--- src/rtl/ctu_pkg.sv ---
// Package: shared mode encoding and register addresses for the counter/timer unit.
// Assumes a 4-bit byte address space.
package ctu_pkg;
    localparam int ADDR_W = 4;

    typedef enum logic [1:0] {
        MODE_TIMER   = 2'b00,
        MODE_COUNTER = 2'b01,
        MODE_TOUT    = 2'b10,
        MODE_TOUT_B  = 2'b11
    } ctu_mode_e;

    localparam logic [ADDR_W-1:0] A_PRESET_LO = 4'h0;
    localparam logic [ADDR_W-1:0] A_PRESET_HI = 4'h1;
    localparam logic [ADDR_W-1:0] A_MODE      = 4'h2;
    localparam logic [ADDR_W-1:0] A_VALUE_LO  = 4'h4;
    localparam logic [ADDR_W-1:0] A_VALUE_HI  = 4'h5;
    localparam logic [ADDR_W-1:0] A_CMD_START = 4'hE;
    localparam logic [ADDR_W-1:0] A_CMD_STOP  = 4'hF;
endpackage

--- src/rtl/ctu_regs.sv ---
// Module: ctu_regs
// Holds the preset and the mode register, and muxes the captured value bytes onto the read bus.
// Assumes the counter width is exactly two data bytes; read data is combinational during bus_rd.
module ctu_regs
    import ctu_pkg::*;
#(
    parameter int CNT_W  = 16,
    parameter int DATA_W = 8
) (
    input  logic              clk,
    input  logic              rst_n,
    input  logic [ADDR_W-1:0] bus_addr,
    input  logic              bus_wr,
    input  logic              bus_rd,
    input  logic [DATA_W-1:0] bus_wdata,
    input  logic [CNT_W-1:0]  value_q,
    output logic [CNT_W-1:0]  preset_q,
    output ctu_mode_e         mode_q,
    output logic              arm_p,
    output logic [DATA_W-1:0] bus_rdata
);
    localparam int HI_LSB = CNT_W - DATA_W;

    // Capture preset bytes and mode on bus writes.
    always_ff @(posedge clk) begin
        if (!rst_n) begin
            preset_q <= '0;
            mode_q   <= MODE_TIMER;
        end else if (bus_wr) begin
            case (bus_addr)
                A_PRESET_LO: preset_q[DATA_W-1:0]     <= bus_wdata;
                A_PRESET_HI: preset_q[CNT_W-1:HI_LSB] <= bus_wdata;
                A_MODE:      mode_q <= ctu_mode_e'(bus_wdata[1:0]);
                default: ;
            endcase
        end
    end

    // Arming pulse when a time-out mode value is written.
    always_comb arm_p = bus_wr && (bus_addr == A_MODE) && bus_wdata[1];

    // Read mux for the captured value bytes.
    always_comb begin
        bus_rdata = '0;
        if (bus_rd) begin
            if (bus_addr == A_VALUE_LO) bus_rdata = value_q[DATA_W-1:0];
            else if (bus_addr == A_VALUE_HI) bus_rdata = value_q[CNT_W-1:HI_LSB];
        end
    end
endmodule

--- src/rtl/ctu_cmd.sv ---
// Module: ctu_cmd
// Turns reads at the command addresses into single-cycle start/stop strobes.
// Assumes one read per cycle at most; time-out mode suppresses both strobes.
module ctu_cmd
    import ctu_pkg::*;
(
    input  logic              bus_rd,
    input  logic [ADDR_W-1:0] bus_addr,
    input  ctu_mode_e         mode_q,
    output logic              start_p,
    output logic              stop_p
);
    logic tout_mode;

    // Time-out mode is any mode value with bit 1 set.
    always_comb tout_mode = mode_q[1];

    // Decode the command reads, gated by the mode.
    always_comb begin
        start_p = bus_rd && (bus_addr == A_CMD_START) && !tout_mode;
        stop_p  = bus_rd && (bus_addr == A_CMD_STOP)  && !tout_mode;
    end
endmodule

--- src/rtl/ctu_core.sv ---
// Module: ctu_core
// Down counter with a mode-dependent output line, a ready flag and a stop-time capture register.
// Assumes single-cycle strobes; commands outrank the tick; a zero preset means 2**CNT_W ticks.
module ctu_core
    import ctu_pkg::*;
#(
    parameter int CNT_W = 16
) (
    input  logic             clk,
    input  logic             rst_n,
    input  logic             tick,
    input  logic             start_p,
    input  logic             stop_p,
    input  logic             arm_p,
    input  ctu_mode_e        mode_q,
    input  logic [CNT_W-1:0] preset_q,
    output logic [CNT_W-1:0] value_q,
    output logic             out_q,
    output logic             ready_q
);
    localparam int          CW   = CNT_W + 1;
    localparam logic [CW-1:0] FULL = CW'(1) << CNT_W;

    logic [CW-1:0] count_q;
    logic [CW-1:0] load_val;
    logic          running_q;
    logic          terminal;
    logic          any_cmd;

    // Effective reload value: zero preset stands for a full 2**CNT_W span.
    always_comb load_val = (preset_q == '0) ? FULL : {1'b0, preset_q};

    // Terminal tick and command presence.
    always_comb begin
        terminal = running_q && tick && (count_q == CW'(1));
        any_cmd  = start_p || stop_p || arm_p;
    end

    // Counter, output line, ready flag and capture register.
    always_ff @(posedge clk) begin
        if (!rst_n) begin
            count_q   <= '0;
            running_q <= 1'b0;
            out_q     <= 1'b1;
            ready_q   <= 1'b0;
            value_q   <= '0;
        end else if (start_p || arm_p) begin
            count_q   <= load_val;
            running_q <= 1'b1;
            out_q     <= 1'b1;
        end else if (stop_p) begin
            running_q <= 1'b0;
            value_q   <= count_q[CNT_W-1:0];
            ready_q   <= 1'b0;
            out_q     <= 1'b1;
        end else if (terminal) begin
            ready_q <= 1'b1;
            if (mode_q == MODE_TIMER) begin
                count_q <= load_val;
                out_q   <= ~out_q;
            end else begin
                count_q   <= '0;
                running_q <= 1'b0;
                out_q     <= 1'b0;
            end
        end else if (running_q && tick) begin
            count_q <= count_q - CW'(1);
        end
    end


    stop_effect_chk: assert property (@(posedge clk) disable iff (!rst_n)
        stop_p && !start_p && !arm_p |=> !ready_q && out_q && !running_q
                                         && value_q == $past(count_q[CNT_W-1:0]));

    tick_decrement_chk: assert property (@(posedge clk) disable iff (!rst_n)
        running_q && tick && !any_cmd && count_q > CW'(1) |=> count_q == $past(count_q) - CW'(1));

    ready_on_terminal_chk: assert property (@(posedge clk) disable iff (!rst_n)
        terminal && !any_cmd |=> ready_q);

    low_holds_chk: assert property (@(posedge clk) disable iff (!rst_n)
        !out_q && !running_q && !any_cmd |=> !out_q);

    count_bound_chk: assert property (@(posedge clk) disable iff (!rst_n)
        count_q <= FULL);
endmodule

--- src/rtl/ctu_top.sv ---
// Module: ctu_top
// Command-driven counter/timer: register file, command decoder and counting core.
// Assumes CNT_W == 2*DATA_W so the value splits into two readable bytes.
module ctu_top
    import ctu_pkg::*;
#(
    parameter int CNT_W  = 16,
    parameter int DATA_W = 8
) (
    input  logic              clk,
    input  logic              rst_n,
    input  logic [3:0]        bus_addr,
    input  logic              bus_wr,
    input  logic              bus_rd,
    input  logic [DATA_W-1:0] bus_wdata,
    output logic [DATA_W-1:0] bus_rdata,
    input  logic              tick,
    output logic              ct_out,
    output logic              ct_ready
);
    logic [CNT_W-1:0] preset_q;
    logic [CNT_W-1:0] value_q;
    ctu_mode_e        mode_q;
    logic             arm_p;
    logic             start_p;
    logic             stop_p;

    ctu_regs #(.CNT_W(CNT_W), .DATA_W(DATA_W)) u_regs (
        .clk(clk), .rst_n(rst_n), .bus_addr(bus_addr), .bus_wr(bus_wr),
        .bus_rd(bus_rd), .bus_wdata(bus_wdata), .value_q(value_q),
        .preset_q(preset_q), .mode_q(mode_q), .arm_p(arm_p), .bus_rdata(bus_rdata)
    );

    ctu_cmd u_cmd (
        .bus_rd(bus_rd), .bus_addr(bus_addr), .mode_q(mode_q),
        .start_p(start_p), .stop_p(stop_p)
    );

    ctu_core #(.CNT_W(CNT_W)) u_core (
        .clk(clk), .rst_n(rst_n), .tick(tick), .start_p(start_p), .stop_p(stop_p),
        .arm_p(arm_p), .mode_q(mode_q), .preset_q(preset_q), .value_q(value_q),
        .out_q(ct_out), .ready_q(ct_ready)
    );
endmodule

--- config.mk ---
export PLATFORM = sky130hd
export DESIGN_NAME = ctu_top
export DESIGN_NICKNAME = d
export VERILOG_FILES = /design/src/rtl/ctu_pkg.sv /design/src/rtl/ctu_regs.sv /design/src/rtl/ctu_cmd.sv /design/src/rtl/ctu_core.sv /design/src/rtl/ctu_top.sv
export SDC_FILE = /design/constraint.sdc
export NUM_CORES = 1
export LEC_CHECK = 0
export BUFFER_PORTS_ARGS = -buffer_cell sky130_fd_sc_hd__buf_4
export CAP_MARGIN = 20
export CORE_ASPECT_RATIO = 1.75
export CORE_MARGIN = 1
export CORE_UTILIZATION = 63
export DETAILED_ROUTE_END_ITERATION = 16
export GPL_TIMING_DRIVEN = 0
export PLACE_DENSITY = 0.84
export SYNTH_ARGS = -nofsm -noshare
export SYNTH_HDL_FRONTEND = slang
export SYNTH_SLANG_ARGS = --single-unit
--- constraint.sdc ---
create_clock -name clk -period 4 [get_ports clk]
set_clock_uncertainty 0.05 [all_clocks]
set_input_delay 0.2 -clock clk [delete_from_list [all_inputs] [get_ports clk]]
set_output_delay 0.2 -clock clk [all_outputs]
set_load 0.02 [all_outputs]
==> results_dict.tcl, run 1 <==
set metrics [dict create \
    seqPwrFrac_pct 51.1 \
    cts.clk_slew.worst_paths_ns 0.09 \
    grt_overflow_total 0 \
    vias_per_cell 6.44 \
    drc 0 \
    ys_seq_elements 54 \
    vias 2703 \
    postCtsSetupRepairBufs 0 \
    syn-cell-area_um2 2780 \
    cts_buffer_depth 2 \
    drive_gt1_share_pct 14.6 \
    holdBufCountCts 0 \
    max_cap_viol_count 0 \
    hp-start "bus_wdata[7]" \
    crit_start "u_core.count_q[0]" \
    pwr-share-comb_pct 16.0 \
    synth_adder_area_share_pct 0.900 \
    hpwl_mm 5.66 \
    post_cts_resized 0 \
    rsz0062_at_grt "false" \
    synthFlopType "dfxtp_1" \
    cp-start-kind "flop" \
    final_area_um2 3140 \
    root_buffer "clkbuf_8" \
    synth_edf_count 0 \
    crit_fanout 6 \
    drv_slew 0 \
    setup-violations-final 0 \
    hold_viol 0 \
    ys_warn_count 0 \
    syn_nets 357 \
    p_clk_share_pct 32.9 \
    synth_top_cell_by_area "dfxtp_1" \
    endpoint_kind "flop" \
    postPlaceCellArea_um2 3030 \
    powerDensity_nw_per_um2 347 \
    routed_wl_mm 7.54 \
    p_switching_w 0.000285 \
    avgSynthCellArea_um2 8.23 \
    synthMuxAreaShare_pct 5.22 \
    cts.sinks 54 \
    ir_worst_vdd_mv 0.387 \
    max_freq_mhz 376 \
    dr.max_layer_used "met4" \
    synth-xor-area-share_pct 0 \
    postRouteAntennaNets 0 \
    coreArea_um2 4190 \
    fin_crit_ns 2.66 \
    cts_tree "yes" \
    track_usage_pct 35.5 \
    gp_congestion 1.02 \
    wl_per_cell_um 17.9 \
    io_pins 27 \
    switching_share_pct 26.2 \
    synth_top_area_share_pct 38.9 \
    grt_max_degree 16 \
    die_y_um 89.9 \
    yosysMostFrequentCell "dfxtp_1" \
    worstPathRequired_ns 4.13 \
    outcome "finished, final reports clean" \
    dr_wl_met3_um 442 \
    postSynthCellCount 338 \
    die_w_um 52.2 \
    routedLengthMet1_mm 2.77 \
    wl_met2_mm 3.94 \
    synth-async-reset-ratio_pct 0 \
    finalCritPeriodShare_pct 66.4 \
    ys_seq_area_share_pct 38.9 \
    r2r_start "u_core.count_q[0]" \
    grt_pass1_wl_mm 12.5 \
    synth_top_family_by_area "simple AND/OR/NAND/NOR gates" \
    area_growth_pct 12.9 \
    antenna_found_initial 0 \
    worstMarginPinSlew_ns 0.958 \
    synth_compound_area_share_pct 22.2 \
    finalSetupTns_ns 0 \
    synthSimpleGateAreaFrac_pct 27.9 \
    clock_latency_ns 0.31 \
    synth.area.top_cells "dfxtp_1 39%, nand2_1 7.0%, a21oi_1 4.9%, mux2i_1 3.6%, nor2_1 3.1%" \
    p_leak_nw 1.11 \
    synth_cell_types 53 \
    synthTopCellsByCount "54 x dfxtp_1, 52 x nand2_1, 27 x a21oi_1" \
    cp.arrival_ns 2.79 \
    grt_pass1_vias 2653 \
    htree_num_levels 2 \
    start_util_pct 66.4 \
    die-area_um2 4690 \
    drt_iter0_markers 158 \
    dr.pass1.iters 5 \
    holdCritPathClass "primary input to flop" \
    placementRows 31 \
    port_buffers 24 \
    relSlewSlack_pct 35.5 \
    cts_buffers 5 \
    setup.worst_path.class "flop to flop" \
    p_int_w 0.000804 \
    antenna_cells 0 \
    finalNetCount 389 \
]
==> cells by family (layout without fill, tap and decap cells) <==
| group | after synthesis | count (layout) |
|---|---|---|
| AND/OR/NAND/NOR | 146 | 146 |
| AO/OA/AOI/OAI | 93 | 93 |
| flip-flops | 54 | 54 |
| multiplexers | 14 | 14 |
| adder cells (fa/ha/maj) | 2 | 2 |
| buffers and inverters | 29 | 62 |
==> final timing paths <==
| path | cells after the start | slack [ns] | endpoint |
|---|---|---|---|
| max | 7 | 1.34 | u_core.count_q[12] |
| min | 3 | 0.08 | u_regs.preset_q[7] |
| max reg2reg | 7 | 1.34 | u_core.count_q[12] |
| min reg2reg | 2 | 0.41 | u_core.value_q[6] |
==> metal layers <==
| metal | GRT usage (%) | vias to the layer above |
|---|---|---|
| li1 | - | 1306 |
| met1 | 38.1 | 1230 |
| met2 | 61.9 | 130 |
| met3 | 5.58 | 37 |
| met4 | 20.8 | 0 |
| met5 | 0 | - |
==> power by group through the flow <==
stage               clock network (W)  logic, W  registers (W)
floorplan                           0  0.000122       0.000565
global placement                    0  0.000164       0.000568
detailed placement                  0  0.000168       0.000569
CTS                          0.000360  0.000170       0.000556
global route                 0.000386  0.000190       0.000558
finish                       0.000358  0.000174       0.000556
==> cell type report <==
cell class / count / area [um2]
buffer: 24 / 118
inverter: 5 / 18.8
clock buffer: 7 / 76.3
multi-input combinational: 255 / 1560
tap: 49 / 61.3
sequential: 54 / 1080
fill: 332 / 1050
clock inverter: 1 / 30.0
timing repair buffer: 25 / 191
==> cell usage in the layout (no fill, tap or decap), types with 8 or more instances in the layout <==
cell,instances
dfxtp_1,54
nand2_1,52
a21oi_1,27
buf_4,25
nor2_1,23
clkbuf_1,21
o21ai_0,15
nand3_1,13
a31oi_1,13
a22oi_1,10
mux2i_1,10
nor2b_1,9
nor4_1,8
==> state kept, by name, summed over array words and instances (netlist names) <==
register / count
u_core.out_q: 1
u_core.count_q: 17
u_core.running_q: 1
u_regs.mode_q: 2
u_core.value_q: 16
u_regs.preset_q: 16
u_core.ready_q: 1
==> critical path: stages, from the launching register on <==
cell and delay, ns:
dfxtp_1 0.37, inv_1 0.09, ha_1 0.23, or4b_2 0.70, nor3_1 0.50, inv_1 0.09, o311ai_0 0.38, a31oi_1 0.12
==> stage by stage <==
stage               setup WS, ns  hold slack (ns)  total power, W  cells  utilization [%]
floorplan                   1.79            0.289        0.000687    338                -
global placement            1.50            0.394        0.000733    411             72.2
detailed placement          1.44            0.397        0.000737    412             72.4
CTS                         1.42           0.0777         0.00109    420             75.0
global route                1.14           0.0833         0.00113    420             75.0
finish                      1.34           0.0770         0.00109    420             75.0
No activity file was read; power rests on OpenSTA's default activity.
==> run 2, diff against run 1 <==
--- a/config.mk
+++ b/config.mk
@@ -5,14 +5,15 @@
 export SDC_FILE = /design/constraint.sdc
 export NUM_CORES = 1
 export LEC_CHECK = 0
+export ABC_AREA = 1
 export BUFFER_PORTS_ARGS = -buffer_cell sky130_fd_sc_hd__buf_4
 export CAP_MARGIN = 20
 export CORE_ASPECT_RATIO = 1.75
 export CORE_MARGIN = 1
-export CORE_UTILIZATION = 63
+export CORE_UTILIZATION = 59
 export DETAILED_ROUTE_END_ITERATION = 16
 export GPL_TIMING_DRIVEN = 0
-export PLACE_DENSITY = 0.84
+export PLACE_DENSITY = 0.79
 export SYNTH_ARGS = -nofsm -noshare
 export SYNTH_HDL_FRONTEND = slang
 export SYNTH_SLANG_ARGS = --single-unit
==> constraint.sdc (replaced) <==
create_clock -name clk -period 2.8 [get_ports clk]
set_clock_uncertainty 0.05 [all_clocks]
set_input_delay 0.14 -clock clk [delete_from_list [all_inputs] [get_ports clk]]
set_output_delay 0.14 -clock clk [all_outputs]
set_load 0.02 [all_outputs]
==> results_dict.tcl, run 2 <==
set metrics [dict create \
    finalSetupTns_ns 0 \
    setup.worst_path.class "flop to flop" \
    final_cells 519 \
    synth.area.top_cells "dfxtp_1 38%, inv_1 8.4%, nand2_1 8.4%, nor2_1 8.3%, a21oi_1 8.1%" \
    grt_pass1_wl_mm 12.2 \
    holdCritPathClass "primary input to flop" \
    coreArea_um2 4670 \
    worstPathRequired_ns 2.93 \
    cts_buffers 5 \
    holdBufCountCts 0 \
    routed_wl_mm 7.58 \
    synth_top_cell_by_area "dfxtp_1" \
    grt_overflow_total 0 \
    hold_ws_ns 0.0205 \
    grt_pass1_vias 2708 \
    syn-cell-area_um2 2850 \
    max_freq_mhz 526 \
    postRouteAntennaNets 0 \
    ir_worst_vdd_mv 0.579 \
    synth_edf_count 0 \
    postSynthCellCount 434 \
    relSlewSlack_pct 57.2 \
    drive_gt1_share_pct 12.0 \
    hold_viol 0 \
    syn_nets 453 \
    ys_seq_area_share_pct 37.9 \
    die-area_um2 5120 \
    start_util_pct 61.1 \
    htree_num_levels 2 \
    drv_slew 0 \
    cp_cell_sequence "ha_1 > nand2_1 > nor2_1 > nand3_1 > nor2_1 > nand3_2 > nand2_1 > inv_2 > nand2_1 > a21oi_1" \
    crit_fanout 5 \
    worstMarginPinSlew_ns 0.637 \
    crit_start "u_core.count_q[0]" \
    wl_per_cell_um 14.6 \
    drt_iter0_markers 82 \
    slowest_stage "dfxtp_1" \
    avgSynthCellArea_um2 6.57 \
    endpoint_kind "flop" \
    utilization_pct 69.1 \
    outcome "finished, final reports clean" \
    max_cap_viol_count 0 \
    synth_top_area_share_pct 37.9 \
    port_buffers 26 \
    ys_seq_elements 54 \
    fin_crit_ns 1.90 \
    hpwl_mm 6.02 \
    synthFlopType "dfxtp_1" \
    placementRows 33 \
    postCtsSetupRepairBufs 0 \
    die_w_um 54.5 \
    slowest_delay_ns 0.42 \
    dp.cells 512 \
    powerDensity_nw_per_um2 516 \
    final_cell_mix "64 x inv_1, 64 x nand2_1, 63 x nor2_1, 54 x dfxtp_1" \
    regMostFlops "u_core.count_q" \
    cts_tree "yes" \
    cp-start-kind "flop" \
    cts_buffer_depth 2 \
    critPathMostFrequentCell "nand2_1" \
    drc 0 \
    antenna_found_initial 0 \
    synth-async-reset-ratio_pct 0 \
    hp-start "bus_wdata[0]" \
    antenna_cells 0 \
    track_usage_pct 33.8 \
    cp.arrival_ns 2.03 \
    post_cts_resized 0 \
    io_pins 27 \
    setup_ws_ns 0.900 \
    top_regs "u_core.count_q: 17 flops, u_core.value_q: 16 flops, u_regs.preset_q: 16 flops" \
    synth_cell_types 30 \
    area_growth_pct 13.1 \
    largest_reg_flops 17 \
    r2r_start "u_core.count_q[0]" \
    vias 2843 \
    root_buffer "clkbuf_8" \
    p_leak_nw 1.38 \
    rsz0062_at_grt "false" \
    gp_congestion 0.963 \
    synthTopCellsByCount "64 x inv_1, 64 x nand2_1, 63 x nor2_1" \
    vias_per_cell 5.48 \
    cts.sinks 54 \
    setup-violations-final 0 \
    grt_max_degree 16 \
    die_y_um 93.9 \
    post-place-ws_ns 0.954 \
    finalCritPeriodShare_pct 67.9 \
    cts.clk_slew.worst_paths_ns 0.09 \
    dr.pass1.iters 4 \
    clock_latency_ns 0.31 \
    ys_warn_count 0 \
    finalNetCount 486 \
]
==> run 2: cell type report <==
class                      count  area (um2)
clock buffer                   6        82.6
inverter                      72         273
multi-input combinational    296        1430
buffer                        12        63.8
clock inverter                 1        30.0
fill                         438        1440
timing repair buffer          26         195
tap                           52        65.1
sequential                    54        1080
==> run 2: stage by stage <==
stage	instance area, um2	total power (W)
floorplan	2850	0.00105
finish	3220	0.00166
detailed placement	3110	0.00114
global placement	3110	0.00113
CTS	3220	0.00166
global route	3220	0.00174
==> run 2: critical path, delay by kind of cell, from the launching register on <==
family	cells	cell delay (ns)
and+or+nand+nor	7	0.96
DFF	1	0.42
adders and majority gates	1	0.21
buffers and inverters	1	0.08
AOI/OAI and AO/OA	1	0.06
==> run 2: cell families (layout without fill, tap and decap cells) <==
logic type	after synthesis	after routing	share of synthesized area, %
flip-flops	54	54	37.9
AO/OA/AOI/OAI	102	102	18.3
XOR/XNOR	7	7	2.15
buffers and inverters	84	117	11.8
adder cells (fa/ha/maj)	2	2	0.878
AND/OR/NAND/NOR	185	185	28.9
==> run 2: final timing paths <==
| path | depth (start not counted) | to | slack [ns] |
|---|---|---|---|
| hold reg to reg | 2 | u_core.value_q[6] | 0.41 |
| setup reg to reg | 10 | u_core.count_q[2] | 0.90 |
| hold / removal | 3 | u_regs.mode_q[0] | 0.02 |
| setup / recovery | 10 | u_core.count_q[2] | 0.90 |
==> run 2: metal layers <==
metal | up-vias | share of wire (%) | track usage (%)
li1 | 1462 | - | -
met1 | 1269 | 38 | 33.7
met2 | 83 | 52 | 57.5
met3 | 29 | 3.9 | 6.96
met4 | 0 | 6.4 | 25.0
met5 | - | 0 | 0
==> run 2: where the power goes <==
group	switching [W]	leakage [nW]	internal (W)
Sequential	0.0000215	0.437	0.000791
Clock	0.000251	0.0573	0.000286
Combinational	0.000199	0.890	0.000116
Total	0.000471	1.38	0.00119
